[config.mk]
export PLATFORM = sky130hd
export DESIGN_NAME = irq_aggregator
export DESIGN_NICKNAME = d
export VERILOG_FILES = /design/src/rtl/irq_agg_pkg.sv /design/src/rtl/irq_src_gather.sv /design/src/rtl/irq_sts_reg.sv /design/src/rtl/irq_signal_out.sv /design/src/rtl/irq_aggregator.sv
export SDC_FILE = /design/constraint.sdc
export NUM_CORES = 1
export LEC_CHECK = 0
export BUFFER_PORTS_ARGS = -buffer_cell sky130_fd_sc_hd__buf_2
export CORE_MARGIN = 1.5
export CORE_UTILIZATION = 28
export DETAILED_ROUTE_END_ITERATION = 8
export PLACE_DENSITY = 0.92
export RECOVER_POWER = 100
export SYNTH_ARGS = -nofsm -noshare
export SYNTH_HDL_FRONTEND = slang
export SYNTH_SLANG_ARGS = --single-unit
[constraint.sdc]
create_clock -name clk -period 2.3 [get_ports clk]
set_clock_uncertainty 0.1 [all_clocks]
set_input_delay 0.575 -clock clk [delete_from_list [all_inputs] [get_ports clk]]
set_output_delay 0.575 -clock clk [all_outputs]
set_load 0.01 [all_outputs]
[src/rtl/irq_agg_pkg.sv]
package irq_agg_pkg;
  localparam int STS_W    = 32;
  localparam int GLB_BIT  = 31;
  localparam int CTRL_BIT = 30;
endpackage

[src/rtl/irq_src_gather.sv]
module irq_src_gather
  import irq_agg_pkg::*;
#(
  parameter int NSTREAM = 8,
  parameter int NCODEC  = 15
) (
  input  logic [NSTREAM-1:0] stream_bc_i,
  input  logic               ring_irq_i,
  input  logic               ring_ovr_i,
  input  logic [NCODEC-1:0]  codec_sts_i,
  input  logic [NCODEC-1:0]  wake_en_i,
  input  logic [STS_W-2:0]   ctl_en_i,
  output logic [STS_W-1:0]   cand_o
);
  logic [STS_W-2:0] srcs;

  // stream slots: one bit per stream, input streams first
  for (genvar s = 0; s < CTRL_BIT; s++) begin : g_slot
    if (s < NSTREAM) begin : g_str
      assign srcs[s] = stream_bc_i[s];
    end else begin : g_nil
      assign srcs[s] = 1'b0;
    end
  end

  assign srcs[CTRL_BIT] = ring_irq_i | ring_ovr_i | (|(codec_sts_i & wake_en_i));

  assign cand_o = {|(srcs & ctl_en_i), srcs};
endmodule

[src/rtl/irq_sts_reg.sv]
module irq_sts_reg
  import irq_agg_pkg::*;
#(
  parameter logic [STS_W-1:0] CLR_MASK = 32'hC00000FF
) (
  input  logic             clk,
  input  logic             rst_n,
  input  logic             recalc_i,
  input  logic [STS_W-1:0] cand_i,
  input  logic             clr_we_i,
  input  logic [STS_W-1:0] clr_data_i,
  output logic [STS_W-1:0] sts_o
);
  logic [STS_W-1:0] base, clr_bits;

  always_comb begin
    base     = recalc_i ? cand_i : sts_o;
    clr_bits = clr_we_i ? (clr_data_i & CLR_MASK) : '0;
  end

  always_ff @(posedge clk or negedge rst_n) begin
    if (!rst_n) sts_o <= '0;
    else        sts_o <= base & ~clr_bits;
  end


  sts_hold_chk: assert property (@(posedge clk) disable iff (!rst_n)
    (!recalc_i && !clr_we_i) |=> $stable(sts_o));


  clr_done_chk: assert property (@(posedge clk) disable iff (!rst_n)
    clr_we_i |=> ((sts_o & $past(clr_data_i & CLR_MASK)) == '0));


  clr_keep_chk: assert property (@(posedge clk) disable iff (!rst_n)
    (clr_we_i && !recalc_i) |=> ((sts_o & ~$past(clr_data_i & CLR_MASK)) ==
                                 ($past(sts_o) & ~$past(clr_data_i & CLR_MASK))));
endmodule

[src/rtl/irq_signal_out.sv]
module irq_signal_out (
  input  logic clk,
  input  logic rst_n,
  input  logic glb_pend_i,
  input  logic master_en_i,
  input  logic msg_cap_i,
  input  logic msg_en_i,
  output logic irq_level_o,
  output logic msg_pulse_o
);
  logic lvl, lvl_prev, msg_mode;

  assign lvl      = glb_pend_i & master_en_i;
  assign msg_mode = msg_cap_i & msg_en_i;

  always_ff @(posedge clk or negedge rst_n) begin
    if (!rst_n) lvl_prev <= 1'b0;
    else        lvl_prev <= lvl;
  end

  assign irq_level_o = lvl & ~msg_mode;
  assign msg_pulse_o = msg_mode & lvl & ~lvl_prev;


  msg_quiet_chk: assert property (@(posedge clk) disable iff (!rst_n)
    (msg_cap_i && msg_en_i) |-> !irq_level_o);


  pulse_single_chk: assert property (@(posedge clk) disable iff (!rst_n)
    msg_pulse_o |=> !msg_pulse_o);


  level_src_chk: assert property (@(posedge clk) disable iff (!rst_n)
    irq_level_o |-> (glb_pend_i && master_en_i));
endmodule

[src/rtl/irq_aggregator.sv]
module irq_aggregator
  import irq_agg_pkg::*;
#(
  parameter int NSTREAM = 8,
  parameter int NCODEC  = 15
) (
  input  logic               clk,
  input  logic               rst_n,
  input  logic               recalc_i,
  input  logic               clr_we_i,
  input  logic [31:0]        clr_data_i,
  input  logic               ring_irq_i,
  input  logic               ring_ovr_i,
  input  logic [NCODEC-1:0]  codec_sts_i,
  input  logic [NCODEC-1:0]  wake_en_i,
  input  logic [NSTREAM-1:0] stream_bc_i,
  input  logic [31:0]        int_ctl_i,
  input  logic               msg_cap_i,
  input  logic               msg_en_i,
  output logic [31:0]        int_sts_o,
  output logic               irq_level_o,
  output logic               msg_pulse_o
);
  localparam logic [STS_W-1:0] CLR_MASK =
    {2'b11, {(CTRL_BIT-NSTREAM){1'b0}}, {NSTREAM{1'b1}}};

  logic [STS_W-1:0] cand;

  irq_src_gather #(.NSTREAM(NSTREAM), .NCODEC(NCODEC)) u_gather (
    .stream_bc_i (stream_bc_i),
    .ring_irq_i  (ring_irq_i),
    .ring_ovr_i  (ring_ovr_i),
    .codec_sts_i (codec_sts_i),
    .wake_en_i   (wake_en_i),
    .ctl_en_i    (int_ctl_i[STS_W-2:0]),
    .cand_o      (cand)
  );

  irq_sts_reg #(.CLR_MASK(CLR_MASK)) u_sts (
    .clk        (clk),
    .rst_n      (rst_n),
    .recalc_i   (recalc_i),
    .cand_i     (cand),
    .clr_we_i   (clr_we_i),
    .clr_data_i (clr_data_i),
    .sts_o      (int_sts_o)
  );

  irq_signal_out u_out (
    .clk         (clk),
    .rst_n       (rst_n),
    .glb_pend_i  (int_sts_o[GLB_BIT]),
    .master_en_i (int_ctl_i[GLB_BIT]),
    .msg_cap_i   (msg_cap_i),
    .msg_en_i    (msg_en_i),
    .irq_level_o (irq_level_o),
    .msg_pulse_o (msg_pulse_o)
  );


  glb_off_chk: assert property (@(posedge clk) disable iff (!rst_n)
    (recalc_i && !clr_we_i && int_ctl_i[30:0] == '0) |=> !int_sts_o[GLB_BIT]);


  stream_mirror_chk: assert property (@(posedge clk) disable iff (!rst_n)
    (recalc_i && !clr_we_i) |=> (int_sts_o[NSTREAM-1:0] == $past(stream_bc_i)));
endmodule

# == Word-level counts from Yosys, hierarchy flattened ==
# Cells that the tools add are included.
# word_totals
elab_cells,19
regBits,33
output_inout_bits,34
inputBits,110
# classes
muxes,2
reduce_logical,2
n_bitwise,13
# ops
operator,count
2-to-1 mux 32 bit,2
bitwise AND 32 bit,1
NOT 32 bit,1
bitwise AND 31 bit,1
OR reduction 31 bit,1
bitwise AND 15 bit,1
OR reduction 15 bit,1
bitwise AND 1 bit,5
NOT 1 bit,2
OR 1 bit,2

# == Longest topological paths before layout ==
# logic_depth
ltp_word,7
mapped_depth,4
depth_no_buf,4

# == By module ==
# Synthesis repeated with hierarchy kept, for this count alone.
# unflattened
hier_cells,131
area_unflattened_um2,1757.9
# modules_own_cells
mod,area_per_inst_um2,n_inst,seq_area_each_um2,cells_per_inst
irq_sts_reg,1348.8,1,800.8,79
irq_src_gather,355.3,1,0.0,46
irq_signal_out,53.8,1,25.0,6

# == Worst setup path before layout ==
# Ideal clock, no wire load.
# synth_path
kind,in2out
start,input port int_ctl_i[31]
end,output port msg_pulse_o
path_stages,2
slack_ns,0.689
n_path_buf,0
arrival_ns,0.936
t_required_ns,1.625
cell_sequence,nand2_1 -> nor3_1
# synth_between
elab_chain_cells,3
# synth_lines
element,line_no,text
"start, declared",irq_aggregator.sv:17,"input logic [31:0] int_ctl_i,"
bitwise AND 1 bit,irq_signal_out.sv:13,assign lvl = glb_pend_i & master_en_i;
bitwise AND 1 bit (2 in a row),irq_signal_out.sv:22,assign msg_pulse_o = msg_mode & lvl & ~lvl_prev;
"end, declared",irq_aggregator.sv:22,output logic msg_pulse_o
# Every way passes these cells.

# == Final worst setup path ==
# layout_path
start,register u_sts.sts_o[31]
end,output port msg_pulse_o
# layout_between
elab_chain_cells,3
# layout_lines
element,line_no,text
"start, declared",irq_sts_reg.sv:12,output logic [STS_W-1:0] sts_o
"start signal, assigned",irq_sts_reg.sv:23,else sts_o <= base & ~clr_bits;
bitwise AND 1 bit,irq_signal_out.sv:13,
bitwise AND 1 bit (2 in a row),irq_signal_out.sv:22,
# Every way passes these cells.

==> run_results.csv <==
group,metric,value,unit
power_and_ir_drop,p_int,0.000349,W
timing,max_slew_margin,48.8,%
timing,min_period,1760,ps
power_and_ir_drop,power_frac_seq,43.7,%
floorplanning,std_cell_rows,18,
final_layout,drive_gt1_share,43.7,%
route,vias_per_cell,4.42,
global_routing,track_usage,15.1,%
cts,clock_sinks,11,
floorplanning,start_util,30.5,%
power_and_ir_drop,power.leakage,0.611,nW
power_and_ir_drop,p_sw_share,31.1,%
power_and_ir_drop,ir_drop,287,uV
worst_setup_path,worstSetupStartpoint,"u_sts.sts_o[31]$_DFF_PN0_",
final_layout,nNetsFinal,269,
global_routing,grt_max_degree,14,
synth,synthCells,81,
cts,cts_tree,"built",
hold_path,hp-class,"in -> async",
route,drcViolationCount,0,
synth,syn_avg_cell_area,9.58,sq um
cts,postCtsSetupRepairBufs,0,
worst_setup_path,required,1620,ps
floorplanning,die_x,55.6,um
timing,finalCritPeriodShare,76.6,%
worst_setup_path,crit_end,"msg_pulse_o",
cts,ctsResizeCount,0,
synth,synth_cell_types,22,
worst_setup_path,cp.arrival,1090,ps
power_and_ir_drop,switchingPower,0.000158,W
timing,setup_viol,0,
route,postRouteAntennaNets,0,
timing,fmax,567,MHz
worst_setup_path,crit_path_end_kind,"output port",
cts,htreeDepth,1,
cts,path_clk_slew,70,ps
place,dp_hpwl,1.92,mm
power_and_ir_drop,power_frac_clock,26.5,%
cts,clkLatencyLatePin,270,ps
cts,hold_buffers,0,
timing,rsz0062_at_grt,"no",
place,io_buffers,77,
cts,cts_buffers,3,
timing,hold-worst-slack,175,ps
timing,worst_slew_pin_slew,768,ps
timing,finalMaxSlewViolations,0,
run,maxCapViolations,0,
synth,yosys_warnings,0,
final_layout,syn2layout_area_growth,41.9,%
final_layout,antennaDiodeCount,0,
route,firstDrtPassIters,4,
worst_setup_path,worstReg2RegEnd,"u_sts.sts_o[31]$_DFF_PN0_",
route,vias,831,
run_status,status,"finished clean",
route,drtIter0Drc,9,
worst_setup_path,critPathMaxFanout,4,
worst_setup_path,rr_worst_depth,2,
power_and_ir_drop,power.density,460,mW/mm^2
global_routing,antenna_found_initial,0,
power_and_ir_drop,p_comb_share,29.9,%
worst_setup_path,crit_type,"reg -> out",
synth,synth_seq_cells,11,
global_routing,grt_overflow,0,
global_routing,grt_pass1_vias,824,
final_layout,multiInputGateArea,390,sq um
timing,timing.setup.tns,0,ps
timing,finalHoldViolations,0,
worst_setup_path,r2r_slack,1370,ps
synth,syn-cell-area,776,sq um
floorplanning,die_y,55.6,um
floorplanning,num_io_pins,144,
route,wl_per_cell,11.8,um
worst_setup_path,rr_startpoint,"u_sts.sts_o[31]$_DFF_PN0_",
route,routed_wl,2.22,mm
worst_setup_path,start_kind,"register",
cts,clockBufferDepth,2,
floorplanning,core,0.00254,sq mm
global_routing,grt_pass1_wl,3.56,mm
place,gp_congestion,0.738,
floorplanning,dieArea,0.00310,sq mm
synth,seq_area_frac_synth,35.5,%
final_layout,fillerInstances,281,
cts,ctsRootBufferMaster,"clkbuf_4",
final_layout,seq_area,275,sq um
[flip-flops by register name (all words and copies together), names as in the netlist]
name	count
u_out.lvl_prev	1
u_sts.sts_o	10
[per-stage QoR]
step	instance area, sq um	total power [W]	worst slack, ps	utilization (%)	instances
floorplan	855	0.000324	689	-	102
global placement	1090	0.000379	593	42.9	184
detailed placement	1090	0.000382	601	42.9	184
CTS	1120	0.000522	545	44.0	188
global route	1100	0.000547	428	43.3	188
finish	1100	0.000507	538	43.3	188
[cell type report]
type | instances | area share (%)
Multi-Input combinational cell | 65 | 35.5
Timing Repair Buffer | 77 | 33.4
Tap cell | 30 | 3.41
Clock buffer | 4 | 2.39
Inverter | 1 | 0.341
Sequential cell | 11 | 25.0
[Yosys cell counts]
| library cell | n | area share [%] |
|---|---|---|
| a221oi_1 | 1 | 1.1 |
| o22ai_1 | 1 | 0.81 |
| nor3_2 | 1 | 1.3 |
| nand2_1 | 6 | 2.9 |
| mux2i_1 | 8 | 10 |
| nand4_1 | 1 | 0.81 |
| a22oi_1 | 7 | 6.8 |
| buf_2 | 1 | 0.64 |
| nor2_1 | 1 | 0.48 |
| a221oi_2 | 1 | 1.9 |
| a222oi_1 | 1 | 1.3 |
| conb_1 | 1 | 0.48 |
| a211oi_2 | 1 | 1.6 |
| buf_4 | 24 | 23 |
| o211ai_1 | 1 | 0.97 |
| a22o_1 | 1 | 1.1 |
| a21oi_1 | 9 | 5.8 |
| o21ai_0 | 1 | 0.64 |
| inv_1 | 1 | 0.48 |
| and4_1 | 1 | 1.1 |
| dfrtp_1 | 11 | 35 |
| nor3_1 | 1 | 0.64 |
[worst min-delay path by stage]
| stage | start | endpoint | slack (ps) | depth (start not counted) |
|---|---|---|---|---|
| after detailed placement | rst_n | u_sts.sts_o[7]$_DFF_PN0_ | 360 | 1 |
| after global routing | rst_n | u_sts.sts_o[1]$_DFF_PN0_ | 220 | 1 |
| final | rst_n | u_sts.sts_o[7]$_DFF_PN0_ | 170 | 1 |
| after global placement | rst_n | u_sts.sts_o[7]$_DFF_PN0_ | 360 | 1 |
| after CTS | rst_n | u_sts.sts_o[2]$_DFF_PN0_ | 60 | 1 |
| after floorplan | rst_n | u_out.lvl_prev$_DFF_PN0_ | 180 | 0 |
[cell usage in the layout, fill, tap and decap left out, types with 3 or more instances in the layout]
cell      instances
buf_2            63
a22oi_1           7
dfrtp_1          11
mux2i_1           8
a21oi_1           9
clkbuf_1         15
nand2_1           6
conb_1           22
clkbuf_4          3
[metal layers]
layer,vias to the layer above,part of all wire [%],GRT usage [%]
li1,404,-,-
met1,352,44,18.8
met2,73,42,24.0
met3,2,13,6.51
met4,0,0.85,4.18
met5,-,0,0
[critical path, stage by stage, from the launching register on]
cell and delay (ps):
dfrtp_1 390, nand2_1 100, nor3_1 160, clkbuf_1 170
[power groups by stage]
stage / Clock, W / Sequential, W / Combinational, W
6_report: 0.000134 / 0.000221 / 0.000151
5_1_grt: 0.000154 / 0.000224 / 0.000169
4_1_cts: 0.000143 / 0.000221 / 0.000158
3_5_place_dp: 0 / 0.000224 / 0.000158
3_3_place_gp: 0 / 0.000224 / 0.000155
2_1_floorplan: 0 / 0.000231 / 0.0000928
[cell families after synthesis]
logic type	count (synthesis)	synth area share, %
buffers and inverters	26	24.4
AOI/OAI and AO/OA	24	22.1
other	1	0.483
muxes	8	10.3
and+or+nand+nor	11	7.26
DFF	11	35.5
(Power assumes the default switching activity.)
